[src/rtl/isi_vote_pkg.sv]
package isi_vote_pkg;

    // Which of the two patterns the decoder is currently waiting for.
    typedef enum logic {
        EXP_A = 1'b0,
        EXP_B = 1'b1
    } exp_sel_e;

    // Internal vote: a strobe and a negative flag.
    typedef struct packed {
        logic valid;
        logic neg;
    } vote_s;

    // Two's-complement code on the output pins.
    localparam logic [1:0] VOTE_NONE = 2'b00;
    localparam logic [1:0] VOTE_POS  = 2'b01;
    localparam logic [1:0] VOTE_NEG  = 2'b11;

    function automatic logic [1:0] encode_vote(input vote_s v);
        if (!v.valid) begin
            return VOTE_NONE;
        end
        return v.neg ? VOTE_NEG : VOTE_POS;
    endfunction

    function automatic exp_sel_e other_sel(input exp_sel_e s);
        return (s == EXP_A) ? EXP_B : EXP_A;
    endfunction

endpackage

[src/rtl/isi_bit_window.sv]
module isi_bit_window #(
    parameter int WIN     = 7,
    parameter int ERR_POS = 4
) (
    input  logic           clk,
    input  logic           rst,
    input  logic           shift_en,
    input  logic           data_in,
    input  logic           err_in,
    output logic [WIN-1:0] data_win,
    output logic           err_at_pos,
    output logic           full
);
    // Only error bits from ERR_POS upward are ever needed.
    localparam int ERR_DEPTH = WIN - ERR_POS;
    localparam int CW        = $clog2(WIN + 1);
    localparam logic [CW-1:0] FULL_CNT = CW'(WIN);

    logic [WIN-1:0]       win_q;
    logic [ERR_DEPTH-1:0] err_q;
    logic [CW-1:0]        fill_q;

    always_ff @(posedge clk) begin
        if (rst) begin
            win_q  <= '0;
            err_q  <= '0;
            fill_q <= '0;
        end else if (shift_en) begin
            // Newest bit lands at the top index (D6); D0 falls off.
            win_q <= {data_in, win_q[WIN-1:1]};
            if (ERR_DEPTH > 1) begin
                err_q <= {err_in, err_q[ERR_DEPTH-1:1]};
            end else begin
                err_q <= err_in;
            end
            if (fill_q != FULL_CNT) begin
                fill_q <= fill_q + 1'b1;
            end
        end
    end

    assign data_win   = win_q;
    assign err_at_pos = err_q[0];
    assign full       = (fill_q == FULL_CNT);

endmodule

[src/rtl/isi_pattern_match.sv]
module isi_pattern_match
    import isi_vote_pkg::*;
#(
    parameter int             WIN     = 7,
    parameter int             TGT_POS = 3,
    parameter logic [WIN-1:0] PAT_A   = 7'b0101100,
    parameter logic [WIN-1:0] PAT_B   = 7'b0100100
) (
    input  logic [WIN-1:0] data_win,
    input  logic           err_bit,
    input  logic           armed,
    input  exp_sel_e       sel,
    output vote_s          vote
);
    logic [WIN-1:0] target;
    logic           hit;

    always_comb begin
        target = (sel == EXP_A) ? PAT_A : PAT_B;
        hit    = armed && (data_win == target);
        // Product of two signs is negative when exactly one is negative.
        vote.valid = hit;
        vote.neg   = hit && (err_bit ^ data_win[TGT_POS]);
    end

endmodule

[src/rtl/isi_alt_tracker.sv]
module isi_alt_tracker
    import isi_vote_pkg::*;
(
    input  logic     clk,
    input  logic     rst,
    input  logic     advance,
    output exp_sel_e sel
);
    exp_sel_e sel_q;

    always_ff @(posedge clk) begin
        if (rst) begin
            sel_q <= EXP_A;
        end else if (advance) begin
            sel_q <= other_sel(sel_q);
        end
    end

    assign sel = sel_q;

endmodule

[src/rtl/isi_vote_decoder.sv]
module isi_vote_decoder
    import isi_vote_pkg::*;
#(
    parameter int             WIN     = 7,
    parameter int             ERR_POS = 4,
    parameter int             TGT_POS = 3,
    parameter logic [WIN-1:0] PAT_A   = 7'b0101100,
    parameter logic [WIN-1:0] PAT_B   = 7'b0100100
) (
    input  logic       clk,
    input  logic       rst,
    input  logic       en,
    input  logic       data_in,
    input  logic       err_in,
    output logic       vote_valid,
    output logic [1:0] vote
);
    logic [WIN-1:0] data_win;
    logic           err_bit;
    logic           full;
    exp_sel_e       sel;
    vote_s          vote_int;

    isi_bit_window #(
        .WIN     (WIN),
        .ERR_POS (ERR_POS)
    ) u_window (
        .clk        (clk),
        .rst        (rst),
        .shift_en   (en),
        .data_in    (data_in),
        .err_in     (err_in),
        .data_win   (data_win),
        .err_at_pos (err_bit),
        .full       (full)
    );

    isi_pattern_match #(
        .WIN     (WIN),
        .TGT_POS (TGT_POS),
        .PAT_A   (PAT_A),
        .PAT_B   (PAT_B)
    ) u_match (
        .data_win (data_win),
        .err_bit  (err_bit),
        .armed    (full && en),
        .sel      (sel),
        .vote     (vote_int)
    );

    isi_alt_tracker u_track (
        .clk     (clk),
        .rst     (rst),
        .advance (vote_int.valid),
        .sel     (sel)
    );

    assign vote_valid = vote_int.valid;
    assign vote       = encode_vote(vote_int);

endmodule

[config.mk]
export PLATFORM = sky130hd
export DESIGN_NAME = isi_vote_decoder
export DESIGN_NICKNAME = d
export VERILOG_FILES = /design/src/rtl/isi_vote_pkg.sv /design/src/rtl/isi_bit_window.sv /design/src/rtl/isi_pattern_match.sv /design/src/rtl/isi_alt_tracker.sv /design/src/rtl/isi_vote_decoder.sv
export SDC_FILE = /design/constraint.sdc
export NUM_CORES = 1
export LEC_CHECK = 0
export ABC_AREA = 0
export BUFFER_PORTS_ARGS = -buffer_cell sky130_fd_sc_hd__clkbuf_2
export CORE_MARGIN = 4
export CORE_UTILIZATION = 45
export DETAILED_ROUTE_END_ITERATION = 8
export PLACE_DENSITY_LB_ADDON = 0.05
export SYNTH_ARGS = -nofsm -noshare
export SYNTH_HDL_FRONTEND = slang
export SYNTH_SLANG_ARGS = --single-unit
[constraint.sdc]
create_clock -name clk -period 3.3 [get_ports clk]
set_input_delay 0.495 -clock clk [delete_from_list [all_inputs] [get_ports clk]]
set_output_delay 0.495 -clock clk [all_outputs]
set_load 0.05 [all_outputs]
==> impl_metrics.json <==
{
  "antenna_left": 0,
  "ys_seq_area_frac": 0.480,
  "synth_compound_area_frac": 0.00857,
  "drive_gt1_frac": 0.182,
  "via_per_inst": 4.89,
  "io_pins": 8,
  "fp.dieH_um": 44.0,
  "syn_nets": 65,
  "synthXorXnorAreaFrac": 0.0300,
  "fin_area_um2": 657,
  "path_delay_family": "simple AND/OR/NAND/NOR gates",
  "grt_max_degree": 16,
  "antenna_cells": 0,
  "grt_pass1_wl_um": 1530,
  "endpoint": "vote[0]",
  "fin_skew_ns": 0.00253,
  "start_util": 0.499,
  "path_clk_slew_ns": 0.08,
  "p_leak_nw": 0.301,
  "numCtsBuffers": 3,
  "min_period_over_period": 0.669,
  "grtUsageTotal": 0.110,
  "synthMuxAreaShare": 0.223,
  "final_cell_mix": "16 x nor2_1, 14 x dfxtp_1, 13 x mux2i_1",
  "wire_per_inst_um": 11.3,
  "die-width_um": 44.0,
  "dr.pass1.iters": 2,
  "min_period_ns": 2.21,
  "cp_max_fo": 12,
  "worstRegToRegCells": 5,
  "final_common_cell": "nor2_1",
  "synthSimpleGateAreaFrac": 0.188,
  "area_delta_synth_final_pct": 12.4,
  "post-route-util": 0.561,
  "synth_top_family_by_area": "multiplexers",
  "maxCapViolations": 0,
  "cp.depth": 5,
  "fmax_mhz": 453,
  "htreeDepth": 1,
  "fin_tns_setup_ns": 0,
  "dpl-instance-area_um2": 621,
  "post_cts_buffers": 0,
  "r2r_start": "u_window.fill_q[0]$_SDFFE_PP0P_",
  "tritoncts": "yes",
  "port_buffers": 7,
  "hp-class": "in2reg",
  "crit_slowest_cell": "clkbuf_2",
  "seq_area_um2": 280,
  "nNetsFinal": 74,
  "cp.arrival_ns": 1.71,
  "clock_path_buffers": 2,
  "path_class": "in2out",
  "drt_iter0_drc": 4,
  "route.detailed.drc": 0,
  "crit_start": "en",
  "path_cells": "clkbuf_2 > and4bb_2 > nand4_1 > nor2_1 > clkbuf_2",
  "start_kind": "input port",
  "critPathBufInv": 2,
  "rsz0062_at_grt": "false",
  "reg2reg_to": "u_window.fill_q[2]$_SDFFE_PP0P_",
  "netlist_area_um2": 584,
  "synth.distinct_cells": 15,
  "finalHoldViolCount": 0,
  "multiInputGateArea_um2": 288,
  "setup_viol": 0,
  "cts_hold_buf": 0,
  "synth_fa_ha_area_frac": 0.0428,
  "clock_sinks": 14,
  "gp_congestion": 0.673,
  "nFillCells": 117,
  "drv_slew": 0,
  "cts_resized": 0,
  "clk_latency_ns": 0.28,
  "fp-row-count": 12,
  "grt_pass1_vias": 341,
  "min_from": "data_in",
  "worst_slew_pin_slew_ns": 0.353,
  "max-vdd-ir-drop_mv": 0.405,
  "max_stage_delay_ns": 0.30,
  "r2r_slack_ns": 1.91,
  "relSlewSlack": 0.765,
  "netlist_instances": 58,
  "powerDensity_mw_per_mm2": 490,
  "num_vias": 391,
  "antenna_found_initial": 0,
  "endpoint_kind": "output port",
  "die_area_mm2": 0.00194,
  "core_area_mm2": 0.00117,
  "cp_data_required_time_ns": 2.80,
  "cts_root_buf": "clkbuf_4",
  "avgSynthCellArea_um2": 10.1,
  "gr-total-overflow": 0,
  "critical_path.most_common_cell": "clkbuf_2",
  "status": "complete, no violations",
  "dp_hpwl_um": 657,
  "yosysWarnings": 0,
  "wirelength_um": 907,
  "ys_seq_elements": 14
}
==> per-layer routing <==
layer | part of all wire | GRT usage
met5 | 0 | 0
met4 | 0.011 | 0.0542
met3 | 0.063 | 0.0610
met2 | 0.45 | 0.157
met1 | 0.48 | 0.133
==> kinds of logic after synthesis <==
logic type	Yosys count
AOI/OAI and AO/OA	1
adders and majority gates	2
muxes	13
and+or+nand+nor	23
buffers and inverters	3
DFF	14
xor gates and xnor gates	2
==> tightest hold or removal path, delay by kind of cell <==
kind / cells / cell delay [ns]
simple gates: 1 / 0.07
mux: 1 / 0.05
buf+inv: 1 / 0.07
==> area by class of cell <==
class	count	area share
tap	14	0.0267
multi-input combinational	41	0.438
timing repair buffer	7	0.0533
sequential	14	0.427
clock buffer	4	0.0552
==> flip-flops by register name, indices dropped and copies added (netlist names) <==
signal	cells
u_window.fill_q	3
u_window.err_q	3
u_track.sel	1
u_window.data_win	7
==> where the power goes <==
| part | internal, mW | total (mW) | switching, mW |
|---|---|---|---|
| clock network | 0.0672 | 0.123 | 0.0555 |
| logic | 0.0109 | 0.0216 | 0.0108 |
| registers | 0.174 | 0.178 | 0.00333 |
==> cell usage after synthesis <==
library cell | count | area [um2]
and4bb_2 | 1 | 12.5
dfxtp_1 | 14 | 280
clkbuf_1 | 1 | 3.75
nand3b_1 | 1 | 7.51
nand2_1 | 1 | 3.75
buf_2 | 1 | 5.00
nand2b_1 | 2 | 12.5
xnor2_1 | 2 | 17.5
and2b_1 | 1 | 7.51
ha_1 | 2 | 25.0
nor2_1 | 16 | 60.1
buf_4 | 1 | 7.51
nand4_1 | 1 | 6.26
mux2i_1 | 13 | 130
a21oi_1 | 1 | 5.00
==> how the worst min path moves through the flow <==
| stage | to | slack, ns | cells after the start |
|---|---|---|---|
| after floorplan | u_window.err_q[1]$_SDFFE_PP0P_ | 0.46 | 2 |
| after global placement | u_window.data_win[0]$_SDFFE_PP0P_ | 0.48 | 2 |
| after detailed placement | u_window.data_win[0]$_SDFFE_PP0P_ | 0.49 | 2 |
| after CTS | u_window.data_win[6]$_SDFFE_PP0P_ | 0.44 | 3 |
| after global routing | u_window.data_win[6]$_SDFFE_PP0P_ | 0.46 | 3 |
| final | u_window.data_win[6]$_SDFFE_PP0P_ | 0.45 | 3 |
==> stage by stage <==
step | worst slack [ns] | hold slack, ns | power, mW | cells
after global placement | 1.13 | 0.477 | 0.203 | 76
after floorplan | 0.904 | 0.460 | 0.198 | 58
after detailed placement | 1.09 | 0.489 | 0.204 | 76
after CTS | 1.09 | 0.439 | 0.328 | 80
after global routing | 1.01 | 0.465 | 0.339 | 80
final | 1.09 | 0.445 | 0.322 | 80
No activity file was read; power rests on OpenSTA's default activity.
